<file path="config.mk">
export PLATFORM = sky130hd
export DESIGN_NAME = idx_window
export DESIGN_NICKNAME = d
export VERILOG_FILES = /design/src/rtl/idx_win_pkg.sv /design/src/rtl/idx_win_decode.sv /design/src/rtl/idx_lane_unit.sv /design/src/rtl/idx_mem_hs.sv /design/src/rtl/idx_window.sv
export SDC_FILE = /design/constraint.sdc
export NUM_CORES = 1
export LEC_CHECK = 0
export ABC_CLOCK_PERIOD_IN_PS = 4800
export BUFFER_PORTS_ARGS = -buffer_cell sky130_fd_sc_hd__buf_2
export CORE_UTILIZATION = 50
export CTS_CLUSTER_SIZE = 30
export DETAILED_ROUTE_END_ITERATION = 16
export PLACE_DENSITY = 0.78
export SLEW_MARGIN = 20
export SYNTH_ARGS = -nofsm -noshare
export SYNTH_HDL_FRONTEND = slang
export SYNTH_SLANG_ARGS = --single-unit
</file>
<file path="constraint.sdc">
create_clock -name clk -period 4.8 [get_ports clk]
set_input_delay 0 -clock clk [delete_from_list [all_inputs] [get_ports clk]]
set_output_delay 0 -clock clk [all_outputs]
set_load 0.01 [all_outputs]
</file>
<file path="src/rtl/idx_win_pkg.sv">
`timescale 1ns/1ps
package idx_win_pkg;

    typedef enum logic [1:0] {
        K_INDEX = 2'd0,
        K_REG   = 2'd1,
        K_MEM   = 2'd2,
        K_DROP  = 2'd3
    } kind_e;

    typedef enum logic [2:0] {
        S_IDLE = 3'd0,
        S_IDX  = 3'd1,
        S_REG  = 3'd2,
        S_MEM  = 3'd3,
        S_DROP = 3'd4
    } state_e;

    typedef struct packed {
        kind_e       kind;
        logic        we;
        logic [1:0]  size;
        logic [31:0] wdata;
    } op_t;

    function automatic logic [2:0] size_bytes(input logic [1:0] s);
        case (s)
            2'd0:    return 3'd1;
            2'd1:    return 3'd2;
            default: return 3'd4;
        endcase
    endfunction

    function automatic logic [31:0] size_mask(input logic [1:0] s);
        case (s)
            2'd0:    return 32'h0000_00FF;
            2'd1:    return 32'h0000_FFFF;
            default: return 32'hFFFF_FFFF;
        endcase
    endfunction

    function automatic logic [3:0] lane_enables(input logic [1:0] s, input logic [1:0] off);
        logic [6:0] m;
        case (s)
            2'd0:    m = 7'b000_0001;
            2'd1:    m = 7'b000_0011;
            default: m = 7'b000_1111;
        endcase
        m = m << off;
        return m[3:0];
    endfunction

    function automatic logic [31:0] be_bits(input logic [3:0] be);
        logic [31:0] r;
        for (int i = 0; i < 4; i++) r[8*i +: 8] = {8{be[i]}};
        return r;
    endfunction

    function automatic logic [31:0] lane_place(input logic [31:0] d, input logic [1:0] off);
        return d << {off, 3'b000};
    endfunction

    function automatic logic [31:0] lane_pull(input logic [31:0] w, input logic [1:0] s,
                                              input logic [1:0] off);
        return (w >> {off, 3'b000}) & size_mask(s);
    endfunction

endpackage

</file>
<file path="src/rtl/idx_win_decode.sv">
`timescale 1ns/1ps
module idx_win_decode
    import idx_win_pkg::*;
#(
    parameter int RAW       = 14,
    parameter int MAW       = 12,
    parameter int MEM_BYTES = 4096,
    parameter int IDX_ADDR  = 0,
    parameter int WIN_ADDR  = 4
) (
    input  logic            in_we,
    input  logic [RAW-1:0]  in_addr,
    input  logic [1:0]      in_size,
    input  logic [31:0]     in_wdata,
    input  logic [31:0]     index_q,
    output op_t             op,
    output logic [RAW-1:0]  raddr,
    output logic [MAW-1:0]  maddr
);
    localparam logic [RAW-1:0] IDX_A = RAW'(IDX_ADDR);
    localparam logic [RAW-1:0] WIN_A = RAW'(WIN_ADDR);
    localparam logic [32:0]    MEM_LIM = 33'(MEM_BYTES);

    logic        idx_hit, win_hit, in_bounds;
    logic [32:0] end_addr;

    assign idx_hit   = (in_addr[RAW-1:2] == IDX_A[RAW-1:2]);
    assign win_hit   = (in_addr[RAW-1:2] == WIN_A[RAW-1:2]);
    assign end_addr  = {2'b00, index_q[30:0]} + 33'(size_bytes(in_size));
    assign in_bounds = (end_addr <= MEM_LIM);

    always_comb begin
        op.we    = in_we;
        op.size  = in_size;
        op.wdata = in_wdata;
        op.kind  = K_REG;
        raddr    = in_addr;
        maddr    = index_q[MAW-1:0];
        if (idx_hit) begin
            op.kind = K_INDEX;
        end else if (win_hit) begin
            if (index_q[31]) begin
                op.kind = in_bounds ? K_MEM : K_DROP;
            end else begin
                raddr = index_q[RAW-1:0] + RAW'(in_addr[1:0]);
            end
        end
    end
endmodule

</file>
<file path="src/rtl/idx_lane_unit.sv">
`timescale 1ns/1ps
module idx_lane_unit
    import idx_win_pkg::*;
(
    input  logic [1:0]  size,
    input  logic [1:0]  off,
    input  logic [31:0] wdata,
    input  logic [31:0] reg_rdata,
    input  logic [31:0] index_q,
    output logic [3:0]  be,
    output logic [31:0] wdata_lanes,
    output logic [31:0] index_next,
    output logic [31:0] reg_pull,
    output logic [31:0] index_pull
);
    logic [31:0] bits;

    assign be          = lane_enables(size, off);
    assign bits        = be_bits(be);
    assign wdata_lanes = lane_place(wdata, off);
    assign index_next  = (index_q & ~bits) | (wdata_lanes & bits);
    assign reg_pull    = lane_pull(reg_rdata, size, off);
    assign index_pull  = lane_pull(index_q, size, off);
endmodule

</file>
<file path="src/rtl/idx_mem_hs.sv">
`timescale 1ns/1ps
module idx_mem_hs (
    input  logic clk,
    input  logic rst,
    input  logic start,
    input  logic mem_ack,
    output logic mem_req,
    output logic complete
);
    logic pend_q;

    always_ff @(posedge clk) begin
        if (rst)                  pend_q <= 1'b0;
        else if (pend_q && mem_ack) pend_q <= 1'b0;
        else if (start)           pend_q <= 1'b1;
    end

    assign mem_req  = pend_q;
    assign complete = pend_q && mem_ack;


    req_hold_chk: assert property (@(posedge clk) disable iff (rst)
        (mem_req && !mem_ack) |=> mem_req);


    req_drop_chk: assert property (@(posedge clk) disable iff (rst)
        (mem_req && mem_ack && !start) |=> !mem_req);
endmodule

</file>
<file path="src/rtl/idx_window.sv">
`timescale 1ns/1ps
module idx_window
    import idx_win_pkg::*;
#(
    parameter int RAW       = 14,
    parameter int MEM_BYTES = 4096,
    parameter int IDX_ADDR  = 0,
    parameter int WIN_ADDR  = 4,
    localparam int MAW      = $clog2(MEM_BYTES)
) (
    input  logic            clk,
    input  logic            rst,
    input  logic            in_req,
    input  logic            in_we,
    input  logic [RAW-1:0]  in_addr,
    input  logic [1:0]      in_size,
    input  logic [31:0]     in_wdata,
    output logic            host_ready,
    output logic            out_done,
    output logic [31:0]     out_rdata,
    output logic            reg_en,
    output logic            reg_we,
    output logic [RAW-1:0]  reg_addr,
    output logic [3:0]      reg_be,
    output logic [31:0]     reg_wdata,
    input  logic [31:0]     reg_rdata,
    output logic            mem_req,
    output logic            mem_we,
    output logic [MAW-1:0]  mem_addr,
    output logic [1:0]      mem_size,
    output logic [31:0]     mem_wdata,
    input  logic [31:0]     mem_rdata,
    input  logic            mem_ack
);
    state_e         state;
    op_t            op_d, op_q;
    logic [RAW-1:0] raddr_d, raddr_q;
    logic [MAW-1:0] maddr_d, maddr_q;
    logic [31:0]    index_q, index_next, reg_pull, index_pull;
    logic           accept, mem_start, mem_done, done_q;
    logic [31:0]    rdata_q;

    idx_win_decode #(
        .RAW(RAW), .MAW(MAW), .MEM_BYTES(MEM_BYTES),
        .IDX_ADDR(IDX_ADDR), .WIN_ADDR(WIN_ADDR)
    ) u_dec (
        .in_we(in_we), .in_addr(in_addr), .in_size(in_size), .in_wdata(in_wdata),
        .index_q(index_q), .op(op_d), .raddr(raddr_d), .maddr(maddr_d)
    );

    idx_lane_unit u_lane (
        .size(op_q.size), .off(raddr_q[1:0]), .wdata(op_q.wdata),
        .reg_rdata(reg_rdata), .index_q(index_q), .be(reg_be),
        .wdata_lanes(reg_wdata), .index_next(index_next),
        .reg_pull(reg_pull), .index_pull(index_pull)
    );

    assign accept    = in_req && (state == S_IDLE);
    assign mem_start = accept && (op_d.kind == K_MEM);

    idx_mem_hs u_hs (
        .clk(clk), .rst(rst), .start(mem_start), .mem_ack(mem_ack),
        .mem_req(mem_req), .complete(mem_done)
    );

    always_ff @(posedge clk) begin
        if (rst) begin
            state   <= S_IDLE;
            op_q    <= '0;
            raddr_q <= '0;
            maddr_q <= '0;
            index_q <= '0;
            done_q  <= 1'b0;
            rdata_q <= '0;
        end else begin
            done_q <= 1'b0;
            case (state)
                S_IDLE: if (accept) begin
                    op_q    <= op_d;
                    raddr_q <= raddr_d;
                    maddr_q <= maddr_d;
                    case (op_d.kind)
                        K_INDEX: state <= S_IDX;
                        K_REG:   state <= S_REG;
                        K_MEM:   state <= S_MEM;
                        default: state <= S_DROP;
                    endcase
                end
                S_IDX: begin
                    if (op_q.we) index_q <= index_next;
                    rdata_q <= op_q.we ? 32'h0 : index_pull;
                    done_q  <= 1'b1;
                    state   <= S_IDLE;
                end
                S_REG: begin
                    rdata_q <= op_q.we ? 32'h0 : reg_pull;
                    done_q  <= 1'b1;
                    state   <= S_IDLE;
                end
                S_MEM: if (mem_done) begin
                    rdata_q <= op_q.we ? 32'h0 : (mem_rdata & size_mask(op_q.size));
                    done_q  <= 1'b1;
                    state   <= S_IDLE;
                end
                default: begin
                    rdata_q <= 32'h0;
                    done_q  <= 1'b1;
                    state   <= S_IDLE;
                end
            endcase
        end
    end

    assign host_ready = (state == S_IDLE);
    assign out_done   = done_q;
    assign out_rdata  = rdata_q;
    assign reg_en     = (state == S_REG);
    assign reg_we     = op_q.we;
    assign reg_addr   = {raddr_q[RAW-1:2], 2'b00};
    assign mem_we     = op_q.we;
    assign mem_addr   = maddr_q;
    assign mem_size   = op_q.size;
    assign mem_wdata  = op_q.wdata & size_mask(op_q.size);


    mem_stable_chk: assert property (@(posedge clk) disable iff (rst)
        (mem_req && !mem_ack) |=> ($stable(mem_addr) && $stable(mem_we) && $stable(mem_size)));


    busy_ready_chk: assert property (@(posedge clk) disable iff (rst)
        mem_req |-> !host_ready);


    ack_done_chk: assert property (@(posedge clk) disable iff (rst)
        (mem_req && mem_ack) |=> out_done);


    mem_bound_chk: assert property (@(posedge clk) disable iff (rst)
        mem_req |-> ((33'(mem_addr) + 33'(size_bytes(mem_size))) <= 33'(MEM_BYTES)));


    port_excl_chk: assert property (@(posedge clk) disable iff (rst)
        !(mem_req && reg_en));


    lane_live_chk: assert property (@(posedge clk) disable iff (rst)
        reg_en |-> (reg_be != 4'b0000));


    done_pulse_chk: assert property (@(posedge clk) disable iff (rst)
        out_done |=> !out_done);
endmodule

</file>
==> results by stage <==
Final layout:
- The final standard cell area without fillers is 10300 um^2.
- Relative to the synthesized area, the layout overhead comes to 30.0%.
- The total of fill cells in the finished design is 1274.
- The final-stage net count is 1382.
- The fraction of final layout cells sized beyond drive strength 1 is 25.4%.

Worst setup path:
- The slowest cell on the critical path is fa_1.
- In this design, the largest share of critical-path delay is due to adder cells.
- The maximum single-stage delay on the critical path is 480 ps.
- The critical path contains buffers and inverters numbering 0 combined.
- The critical path goes through ha_1 > fa_1 > a21oi_4 > nor3_4 > nand3_2 > mux2_4 > a2111oi_4 > nand3_2 > o22ai_1 > ha_1 > nand2_1 > mux2_2 > nor2_1.
- STA puts the critical path data arrival time at between 3000 and 4000 ps.
- The required time of the critical path is just over 5000 ps.
- Along the worst path, the maximum fanout reaches 7.
- The worst setup path is launched from a register.
- The capturing element type of the critical path is a register.
- The type of the setup path with the least slack is register to register.

STA:
- The post-layout minimum cycle time is between 3000 and 4000 ps.
- The count of endpoints failing setup in the final report is 0.
- The highest achievable clock rate is around 330 MHz.
- The worst path meets setup with between 1500 and 2000 ps of slack.
- The final period utilization is 62.9%.
- The number of hold violations in the final report came to 0.
- Clock skew on the completed layout was measured at 10.3 ps.
- Headroom to the max-slew limit came out at 40.5%.
- The post-route setup TNS is 0 ps.
- The number of pins exceeding their max-slew limit in the final report is 0.
- Setup repair after global routing left no endpoint under its margin.
- The final-layout worst hold slack is 36.8 ps.
- The actual transition at the worst max-transition pin is 892 ps.

Drt:
- The violation count after the first detailed-routing iteration is 989.
- For this block, the routed nets add up to 28900 um of wire.
- The routed wirelength normalized by instance count is 19.5 um.
- The via density per instance is 5.86.
- Detailed routing inserted a total of 8685 vias.
- In this run the remaining antenna-violating nets after routing total 0.
- The DRC violation count after routing is 0.
- The iteration count of the initial detailed-routing pass is 6.

Floorplanning:
- The overall die area is 16300 um^2.
- The count of standard-cell rows is 45.
- The effective utilization at floorplan is 51.6%.
- The horizontal extent of the die is 128 um.
- The number of top-level pins is 251.
- The core area is about 15000 um^2.
- From bottom edge to top edge, the die measures between 100 and 150 um.

Pwr:
- Power spread over the standard cell area amounts to 277 nW/um^2.
- The internal power of the cells is approximately 2 mW.
- The share of total power dissipated in sequential elements is 40.6%.
- The clock power share is 44.0%.
- Per report_power, the combinational group accounts for 15.5% of the total.
- The net load switching power is 805 uW.
- IR analysis of the VDD net gives a maximum drop of 0.000249 V.
- The switching part of the total power is 28.3%.
- The leakage power is 4.48 nW.

Yosys:
- The most frequent cell after synthesis is nand2_1.
- The number of synthesized register bits is 130.
- Sequential elements use 32.9% of the synthesized area.
- Yosys printed 0 warnings.
- After technology mapping, the gate count stands at 1011.
- In the synthesized netlist, the cells that appear most often are nand2_1, dfxtp_1, nor2_1, a21oi_1, mux2i_1.
- The synthesized design spends more area on one cell type than any other, namely dfxtp_1.
- Yosys attributes the largest share of cell area to dfxtp_1, mux2i_1, nand2_1.
- The post-synth design cell area is just under 8000 um^2.
- The mean instance size in the synthesized netlist is 7.81 um^2.
- The dominant register cell in the synthesized netlist is dfxtp_1.
- The number of enable flip-flop cells after synthesis is 0.
- Counting flops with an async set or reset pin after synthesis yields a share of 0%.
- The number of distinct standard cells referenced by the synthesized netlist is 69.
- In this run the biggest area consumer among cell types represents 32.9% of the synthesized area.

Hold path:
- In this run the worst hold path is classified as input pin to register.
- In this run the most critical hold path is launched from mem_rdata[2].

CTS:
- Buffers added to address setup during post-CTS repair amount to 0.
- TritonCTS built the clock tree.
- The clock edge transition at the registers on the reported setup and hold paths is 60 ps.
- The clock latency at the later pin of the worst-skew pair is 430 ps.
- The largest buffer count on any clock path is 2.
- The quantity of gates resized following cts is 0.
- The total clock buffers created by CTS is 17.
- The root buffer cell is clkbuf_16.
- CTS saw 130 sinks.
- The H-tree depth reported by CTS is 4.

Global route:
- For this run the aggregate overflow at the end of global routing stands at 0.
- The number of global-route vias before repair was 8180.
- Entering global routing, the biggest net connects 72 pins.
- The first global-routing pass estimated roughly 44000 um of wire.
- The initial antenna violation count is 2.
- In the global route stage, overall resource usage came out at 35.4%.

Placement:
- The half-perimeter wire length after placement is 19600 um.
- The cell area reported after detailed placement is 8890 um^2.
- The count of input and output buffers is 248.
- The pre-CTS worst setup slack is roughly 1800 ps.
- The last weighted congestion value of the routability-driven placer is 0.917.

Run status:
- The flow ran to the end, and the final reports show no timing, DRC or antenna violations.

Flow run:
- The max-capacitance violation count is 0.
==> worst reg2reg max path: cells and delay by family, from the launching register on <==
kind	cells	cell delay (ps)
AOI/OAI and AO/OA	3	680
muxes	2	590
and+or+nand+nor	5	440
DFF	1	360
adders and majority gates	3	890
==> cell type report <==
| cell class | count | area [um^2] | share of cell area (%) |
|---|---|---|---|
| multi-input cells | 762 | 4680 | 45.6 |
| flip-flops and latches | 130 | 2610 | 25.4 |
| repair buffers | 337 | 2110 | 20.6 |
| clock buffers | 20 | 457 | 4.45 |
| well taps | 211 | 264 | 2.57 |
| clock inverters | 12 | 109 | 1.06 |
| inverters | 8 | 30.0 | 0.292 |
| diodes | 2 | 5.00 | 0.0487 |
==> through the flow <==
stage,power [mW],util [%],instances
3_3_place_gp,1.55,58.0,1367
6_report,2.84,67.1,1482
3_5_place_dp,1.55,58.0,1367
4_1_cts,2.83,67.0,1480
5_1_grt,2.94,67.1,1482
2_1_floorplan,1.40,-,1012
==> cells in the final DEF, fill, tap and decap left out, types with 4 or more instances in the layout <==
cell / n
mux2i_1: 74
clkinv_2: 4
ha_1: 7
nand2_1: 145
dfxtp_1: 128
dlygate4sd3_1: 81
and2_1: 29
o21ai_0: 28
a22oi_1: 34
clkinv_4: 4
o22ai_1: 17
nand3_1: 23
a211oi_1: 29
o21ai_1: 23
and3_2: 4
xor2_1: 9
a221o_1: 4
nand3_2: 4
buf_4: 9
a21oi_1: 83
o22a_1: 8
nor2_1: 108
clkbuf_16: 17
nor3_1: 15
nand4_1: 5
xnor2_1: 12
inv_1: 5
nor2b_1: 20
o31ai_1: 6
nand2b_1: 8
and3_1: 6
a22o_1: 7
buf_2: 247
==> kinds of logic (layout without fill, tap and decap cells) <==
group,count (synthesis),after routing,share of synthesized area (%)
compound gates,262,262,21.8
xor+xnor,21,21,2.33
fa+ha+maj,9,9,1.62
buf+inv,120,377,7.87
flops,130,130,32.9
mux,77,77,9.85
other cells,1,4,0.0475
simple gates,391,391,23.5
==> routing by layer <==
metal | vias up | GRT usage (%) | part of all wire, %
met5 | - | 0 | 0
met4 | 0 | 17.6 | 4.1
met3 | 91 | 8.06 | 10
met2 | 569 | 57.9 | 46
met1 | 3991 | 43.9 | 40
li1 | 4034 | - | -
==> power by group through the flow <==
stage / clock network, mW / registers (mW) / logic, mW
after floorplan: 0 / 1.15 / 0.245
after detailed placement: 0 / 1.17 / 0.374
after global placement: 0 / 1.17 / 0.373
final: 1.25 / 1.15 / 0.440
after global routing: 1.31 / 1.16 / 0.470
after CTS: 1.25 / 1.15 / 0.427
==> path summary, 6_finish.rpt <==
path                                             endpoint  slack [ps]  depth (start not counted)
worst min-delay path            out_rdata[2]$_SDFFE_PP0P_          40                          5
worst max-delay path            u_hs.mem_req$_SDFFE_PP0P_        1780                         13
worst min register to register   mem_addr[0]$_SDFFE_PP0P_         450                          2
worst max register to register  u_hs.mem_req$_SDFFE_PP0P_        1780                         13
==> repair_timing <==
action                                  in CTS  in global routing
hold endpoints to repair                    81                  0
hold buffers                                81                  0
endpoints found under the setup margin       0                  0
Note: power is estimated with default switching activity, not from simulation.
